`src/rtl/spp_pkg.sv`:
```
package spp_pkg;
  localparam int WORD_W      = 24;
  localparam int ADDR_W      = 2;
  localparam int N_W         = 9;
  localparam int PREP_CLKS   = 4;
  localparam int READ_BIT    = 11;
  localparam int SYNC_STAGES = 2;

  typedef enum logic [ADDR_W-1:0] {
    SEL_FRAC = 2'b00,
    SEL_DIV  = 2'b01,
    SEL_CTRL = 2'b10,
    SEL_TEST = 2'b11
  } word_sel_e;
endpackage

```
`src/rtl/spp_sync.sv`:
```
module spp_sync #(
  parameter int W      = 3,
  parameter int STAGES = 2
) (
  input  logic         clk,
  input  logic         rst_n,
  input  logic [W-1:0] pin_i,
  output logic [W-1:0] lvl_o,
  output logic [W-1:0] rise_o,
  output logic [W-1:0] fall_o
);
  for (genvar gi = 0; gi < W; gi++) begin : g_bit
    logic [STAGES:0] chain;
    always_ff @(posedge clk or negedge rst_n) begin
      if (!rst_n) chain <= '0;
      else        chain <= {chain[STAGES-1:0], pin_i[gi]};
    end
    assign lvl_o[gi]  = chain[STAGES-1];
    assign rise_o[gi] = chain[STAGES-1] & ~chain[STAGES];
    assign fall_o[gi] = ~chain[STAGES-1] & chain[STAGES];
  end
endmodule

```
`src/rtl/spp_shifter.sv`:
```
module spp_shifter #(
  parameter int WORD_W = 24
) (
  input  logic              clk,
  input  logic              rst_n,
  input  logic              sclk_rise,
  input  logic              stb_lvl,
  input  logic              stb_rise,
  input  logic              din,
  output logic              word_valid_o,
  output logic [WORD_W-1:0] word_o
);
  localparam int CNT_W   = $clog2(WORD_W + 2);
  localparam int CNT_MAX = WORD_W + 1;

  logic [CNT_W-1:0]  bit_cnt;
  logic [WORD_W-1:0] shreg;

  assign word_valid_o = stb_rise && (bit_cnt == CNT_W'(WORD_W));
  assign word_o       = shreg;

  always_ff @(posedge clk or negedge rst_n) begin
    if (!rst_n) begin
      bit_cnt <= '0;
      shreg   <= '0;
    end else if (stb_rise) begin
      bit_cnt <= '0;
    end else if (!stb_lvl && sclk_rise) begin
      shreg <= {shreg[WORD_W-2:0], din};
      if (bit_cnt != CNT_W'(CNT_MAX)) bit_cnt <= bit_cnt + 1'b1;
    end
  end
endmodule

```
`src/rtl/spp_regbank.sv`:
```
module spp_regbank
  import spp_pkg::*;
#(
  parameter int WORD_W   = 24,
  parameter int N_W      = 9,
  parameter int READ_BIT = 11
) (
  input  logic                       clk,
  input  logic                       rst_n,
  input  logic                       word_valid_i,
  input  logic [WORD_W-1:0]          word_i,
  output logic [WORD_W-ADDR_W-1:0]   frac_o,
  output logic                       frac_upd_o,
  output logic [N_W-1:0]             n_o,
  output logic [WORD_W-ADDR_W-N_W-1:0] b_aux_o,
  output logic [WORD_W-ADDR_W-1:0]   c_word_o,
  output logic [WORD_W-ADDR_W-1:0]   test_word_o,
  output logic                       arm_o
);
  localparam int P_W = WORD_W - ADDR_W;

  word_sel_e        sel;
  logic [P_W-1:0]   payload;
  logic [N_W-1:0]   n_held;

  assign sel     = word_sel_e'(word_i[ADDR_W-1:0]);
  assign payload = word_i[WORD_W-1:ADDR_W];
  assign arm_o   = word_valid_i && (sel == SEL_TEST) && word_i[READ_BIT];

  always_ff @(posedge clk or negedge rst_n) begin
    if (!rst_n) begin
      frac_o      <= '0;
      frac_upd_o  <= 1'b0;
      n_o         <= '0;
      n_held      <= '0;
      b_aux_o     <= '0;
      c_word_o    <= '0;
      test_word_o <= '0;
    end else begin
      frac_upd_o <= 1'b0;
      if (word_valid_i) begin
        unique case (sel)
          SEL_FRAC: begin
            frac_o     <= payload;
            n_o        <= n_held;
            frac_upd_o <= 1'b1;
          end
          SEL_DIV: begin
            n_held  <= payload[N_W-1:0];
            b_aux_o <= payload[P_W-1:N_W];
          end
          SEL_CTRL: c_word_o    <= payload;
          SEL_TEST: test_word_o <= payload;
          default: ;
        endcase
      end
    end
  end
endmodule

```
`src/rtl/spp_readback.sv`:
```
module spp_readback #(
  parameter int N_W       = 9,
  parameter int PREP_CLKS = 4
) (
  input  logic           clk,
  input  logic           rst_n,
  input  logic           arm_i,
  input  logic           sclk_rise,
  input  logic           stb_lvl,
  input  logic           stb_fall,
  input  logic [N_W-1:0] n_i,
  output logic           dout_o,
  output logic           oe_o
);
  localparam int LAST  = PREP_CLKS + N_W;
  localparam int RC_W  = $clog2(LAST + 1);
  localparam int IDX_W = (N_W > 1) ? $clog2(N_W) : 1;

  logic            armed;
  logic [RC_W-1:0] rise_cnt;
  logic [RC_W-1:0] offset;
  logic [IDX_W-1:0] idx;

  assign offset = rise_cnt - RC_W'(PREP_CLKS);
  assign idx    = offset[IDX_W-1:0];
  assign dout_o = oe_o ? n_i[idx] : 1'b0;

  always_ff @(posedge clk or negedge rst_n) begin
    if (!rst_n) begin
      armed    <= 1'b0;
      rise_cnt <= '0;
      oe_o     <= 1'b0;
    end else if (stb_fall) begin
      armed    <= 1'b0;
      rise_cnt <= '0;
      oe_o     <= 1'b0;
    end else if (arm_i) begin
      armed    <= 1'b1;
      rise_cnt <= '0;
      oe_o     <= 1'b0;
    end else if (armed && stb_lvl && sclk_rise) begin
      rise_cnt <= rise_cnt + 1'b1;
      if (rise_cnt + 1'b1 == RC_W'(PREP_CLKS)) oe_o <= 1'b1;
      if (rise_cnt + 1'b1 == RC_W'(LAST)) begin
        oe_o  <= 1'b0;
        armed <= 1'b0;
      end
    end
  end
endmodule

```
`src/rtl/synth_prog_port.sv`:
```
module synth_prog_port
  import spp_pkg::*;
#(
  parameter int WORD_W_P    = WORD_W,
  parameter int N_W_P       = N_W,
  parameter int PREP_P      = PREP_CLKS,
  parameter int READ_BIT_P  = READ_BIT,
  parameter int SYNC_P      = SYNC_STAGES
) (
  input  logic                                 clk,
  input  logic                                 rst_n,
  input  logic                                 bus_clk_i,
  input  logic                                 bus_strobe_i,
  input  logic                                 bus_data_i,
  output logic                                 bus_data_o,
  output logic                                 bus_data_oe_o,
  output logic [WORD_W_P-ADDR_W-1:0]           frac_o,
  output logic                                 frac_upd_o,
  output logic [N_W_P-1:0]                     n_o,
  output logic [WORD_W_P-ADDR_W-N_W_P-1:0]     b_aux_o,
  output logic [WORD_W_P-ADDR_W-1:0]           c_word_o,
  output logic [WORD_W_P-ADDR_W-1:0]           test_word_o
);
  localparam int PIN_CLK = 2;
  localparam int PIN_STB = 1;
  localparam int PIN_DAT = 0;

  logic [2:0] pin_lvl, pin_rise, pin_fall;
  logic clk_rise, strobe_lvl, strobe_rise, strobe_fall, data_lvl;
  logic word_valid, arm;
  logic [WORD_W_P-1:0] word_q;

  spp_sync #(.W(3), .STAGES(SYNC_P)) u_sync (
    .clk(clk), .rst_n(rst_n),
    .pin_i({bus_clk_i, bus_strobe_i, bus_data_i}),
    .lvl_o(pin_lvl), .rise_o(pin_rise), .fall_o(pin_fall)
  );

  assign clk_rise    = pin_rise[PIN_CLK];
  assign strobe_lvl  = pin_lvl[PIN_STB];
  assign strobe_rise = pin_rise[PIN_STB];
  assign strobe_fall = pin_fall[PIN_STB];
  assign data_lvl    = pin_lvl[PIN_DAT];

  spp_shifter #(.WORD_W(WORD_W_P)) u_shift (
    .clk(clk), .rst_n(rst_n),
    .sclk_rise(clk_rise), .stb_lvl(strobe_lvl), .stb_rise(strobe_rise),
    .din(data_lvl), .word_valid_o(word_valid), .word_o(word_q)
  );

  spp_regbank #(.WORD_W(WORD_W_P), .N_W(N_W_P), .READ_BIT(READ_BIT_P)) u_regs (
    .clk(clk), .rst_n(rst_n),
    .word_valid_i(word_valid), .word_i(word_q),
    .frac_o(frac_o), .frac_upd_o(frac_upd_o), .n_o(n_o), .b_aux_o(b_aux_o),
    .c_word_o(c_word_o), .test_word_o(test_word_o), .arm_o(arm)
  );

  spp_readback #(.N_W(N_W_P), .PREP_CLKS(PREP_P)) u_read (
    .clk(clk), .rst_n(rst_n),
    .arm_i(arm), .sclk_rise(clk_rise), .stb_lvl(strobe_lvl), .stb_fall(strobe_fall),
    .n_i(n_o), .dout_o(bus_data_o), .oe_o(bus_data_oe_o)
  );
endmodule

```
`config.mk`:
```
export PLATFORM = sky130hd
export DESIGN_NAME = synth_prog_port
export DESIGN_NICKNAME = d
export VERILOG_FILES = /design/src/rtl/spp_pkg.sv /design/src/rtl/spp_sync.sv /design/src/rtl/spp_shifter.sv /design/src/rtl/spp_regbank.sv /design/src/rtl/spp_readback.sv /design/src/rtl/synth_prog_port.sv
export SDC_FILE = /design/constraint.sdc
export NUM_CORES = 1
export LEC_CHECK = 0
export BUFFER_PORTS_ARGS = -buffer_cell sky130_fd_sc_hd__clkbuf_2
export CORE_MARGIN = 5
export CORE_UTILIZATION = 50
export CTS_CLUSTER_SIZE = 10
export DETAILED_ROUTE_END_ITERATION = 10
export GPL_TIMING_DRIVEN = 1
export PLACE_DENSITY_LB_ADDON = 0.08
export SLEW_MARGIN = 0
export SYNTH_ARGS = -nofsm -noshare
export SYNTH_HDL_FRONTEND = slang
export SYNTH_SLANG_ARGS = --single-unit
```
`constraint.sdc`:
```
create_clock -name clk -period 2.1 [get_ports clk]
set_input_delay 0.315 -clock clk [delete_from_list [all_inputs] [get_ports clk]]
set_output_delay 0.315 -clock clk [all_outputs]
set_load 0.05 [all_outputs]
```
==> metrics.csv <==
stage;metric;value;unit
outcome;status;finished, violations left;
outcome;violations;negative setup slack;
timing;slew-limit-headroom;0.666;
timing;setup_viol;1;
timing;fin_crit;2.15;ns
clocking;cts_sinks;141;
cells_and_area;nNetsFinal;479;
detailed_routing;drc;0;
grt;antenna_found_initial;0;
die;dieArea;0.0133;mm²
flow_run;maxCapViolCount;0;
critical_path;crit_fanout;5;
die;floorplan.initialDensity;0.511;
detailed_routing;vias;3222;
synthesis;synth_fp_nets;358;
grt;grt_max_degree;47;
critical_path;crit_type;reg2out;
detailed_routing;viasPerCell;5.19;
cells_and_area;n_antenna_cell;0;
timing;hold_viol;0;
synthesis;syn_inst;348;
detailed_routing;wl_per_cell;18.1;µm
clocking;cts_root_buf;clkbuf_8;
synthesis;synth_cell_types;35;
synthesis;yosys_register_bits;141;
timing;fmax;465;MHz
power_and_ir_drop;p_leak;3.59;nW
synthesis;yosysSeqAreaShare;0.635;
placement;place_hpwl;7650;µm
worst_hold_path;hold_class;in2async;
detailed_routing;ant_nets;0;
cells_and_area;utilization;0.636;
clocking;clkTransAtPathRegs;0.06;ns
grt;grt_pass1_wl;19100;µm
critical_path;worstPathRequired;1.78;ns
grt;grt_pass1_vias;3571;
die;core;0.0109;mm²
timing;slew_violations;0;
detailed_routing;totalWireLength;11300;µm
timing;post-route-period-util;1.02;
timing;finClkSkew;0.00579;ns
synthesis;synth_area;0.00556;mm²
die;die-height;115;µm
die;pin_count;96;
detailed_routing;drtPass1Iterations;4;
power_and_ir_drop;peakVddDrop;0.568;mV
timing;setup_tns;-0.0506;ns
synthesis;avgSynthCellArea;16.0;µm²
placement;place_congestion;0.720;
critical_path;critPathCaptureType;output port;
die;rows;38;
clocking;cts_tree;built;
detailed_routing;first_iter_violations;177;
critical_path;cp_data_arrival_time;1.84;ns
grt;groute.usage.overall;0.192;
timing;rsz0062_at_grt;yes;
cells_and_area;fin_cells;621;
grt;grt_overflow;0;
placement;placed_cells;585;
clocking;cts-buffers-inserted;17;
cells_and_area;syn2layout_area_growth;24.5;%
synthesis;ys_warn_count;0;
critical_path;startpoint_type;flop;
timing;layout_setup_ws;-0.0506;ns
clocking;htree_levels;4;
cells_and_area;layout-drive-gt1-share;0.570;
die;die_x;115;µm
clocking;clock_latency;0.53;ns
power_and_ir_drop;p_per_area;867;mW/mm²
timing;worstMarginPinSlew;0.500;ns
placement;buffer_ports.inserted;95;
clocking;ctsLongestPathBuffers;2;
## registers in the layout, indices dropped and copies added, names as in the netlist
name                cells
u_read.armed            1
u_read.oe_o             1
u_read.rise_cnt         4
u_regs.b_aux_o         13
u_regs.c_word_o        22
u_regs.frac_o          22
u_regs.frac_upd_o       1
u_regs.n_held           9
u_regs.n_o              9
u_regs.test_word_o     22
u_shift.bit_cnt         5
u_shift.word_o         24
u_sync.g_bit.chain      8
## through the flow
stage                     hold slack, ns  power, mW  cell area, µm²  setup WS [ns]
after floorplan                   0.0194       3.06            5560          0.102
after global placement             0.268       3.20            6270          0.205
after detailed placement           0.270       3.21            6270          0.176
after CTS                          0.274       6.09            6910        -0.0834
after global routing               0.293       6.27            6920         -0.144
final                              0.277       6.00            6920        -0.0506
## logic make-up after synthesis
group,share of synthesized area
simple gates,0.0482
fa+ha+maj,0.0113
buf+inv,0.0263
xor+xnor,0.0110
flops,0.635
compound gates,0.0142
mux,0.254
## area by class of cell
type | instances | area, µm²
inverter | 7 | 26.3
clock inverter | 10 | 115
tap | 140 | 175
timing repair buffer | 115 | 702
sequential | 141 | 3530
clock buffer | 21 | 449
fill | 863 | 3970
multi-input combinational | 187 | 1920
## cells in the mapped netlist, drive strengths merged
library cell	instances	area share
buf	12	0.021
nor4	1	0.0038
nor3b	3	0.0090
dfrtp	141	0.63
a21boi	2	0.0034
and3b	1	0.0018
nand2b	2	0.0022
a21oi	3	0.0027
nor2	10	0.0068
nand3	3	0.0050
o21ai	4	0.0036
xor2	4	0.0063
nand3b	1	0.0014
ha	5	0.011
nand4b	1	0.0016
a31oi	1	0.0011
clkbuf	1	0.00067
mux4	1	0.0041
and2b	1	0.0016
nand4	3	0.0034
mux2	121	0.25
mux2i	3	0.0054
and4b	1	0.0018
nand2	9	0.0061
a2bb2o	1	0.0018
nor3	2	0.0038
xnor2	3	0.0047
inv	7	0.0047
o2bb2ai	1	0.0016
## where the power goes
group | total, mW | internal [mW] | switching (mW)
Clock | 2.84 | 1.74 | 1.10
Combinational | 0.205 | 0.107 | 0.0979
Sequential | 2.96 | 2.80 | 0.151
## path summary, 6_finish.rpt
check                                          from                        to  slack (ns)  depth (start not counted)
hold reg to reg            u_sync.g_bit[0].chain[0]  u_sync.g_bit[0].chain[1]        0.35                          0
max in group asynchronous                     rst_n       u_regs.c_word_o[16]        1.18                          3
setup reg to reg                 u_shift.bit_cnt[0]        u_read.rise_cnt[3]        0.21                          7
hold / removal                                rst_n    u_regs.test_word_o[18]        0.28                          2
setup / recovery                 u_read.rise_cnt[0]                bus_data_o       -0.05                          4
min in group clk           u_sync.g_bit[0].chain[0]  u_sync.g_bit[0].chain[1]        0.35                          0
## metal layers
| layer | up-vias | routed length (µm) | track usage |
|---|---|---|---|
| li1 | 1476 | - | - |
| met1 | 1669 | 5000 | 0.249 |
| met2 | 62 | 5570 | 0.299 |
| met3 | 15 | 509 | 0.0627 |
| met4 | 0 | 180 | 0.0798 |
| met5 | - | 0 | 0 |
## worst max-delay path: stages (launching register included)
cell,delay (ns)
dfrtp_2,0.44
mux4_2,0.53
nand3b_1,0.12
a21boi_2,0.07
buf_8,0.15
## placed cells by master (no fill, tap or decap), types with 2 or more instances in the layout
master,n
dfrtp_1,140
mux2_2,117
clkbuf_2,93
clkbuf_16,16
buf_4,12
nand2_1,9
nor2_1,9
inv_1,7
ha_1,5
mux2_1,4
xor2_1,4
dlygate4sd3_1,4
buf_12,4
nand4_1,3
o21ai_0,3
nor3b_4,3
xnor2_1,3
clkbuf_8,3
clkinv_2,3
clkinvlp_4,3
a21boi_2,2
nand3_1,2
mux2i_1,2
a21oi_1,2
bufinv_16,2
clkbuf_1,2
## timing repair
item,in CTS,in global routing
pin swaps,3,3
resized for setup,8,3
setup endpoints to repair,1,1
setup buffers,1,0
hold endpoints to repair,44,0
hold buffers,4,0
Power figures use the tool's default switching activity.
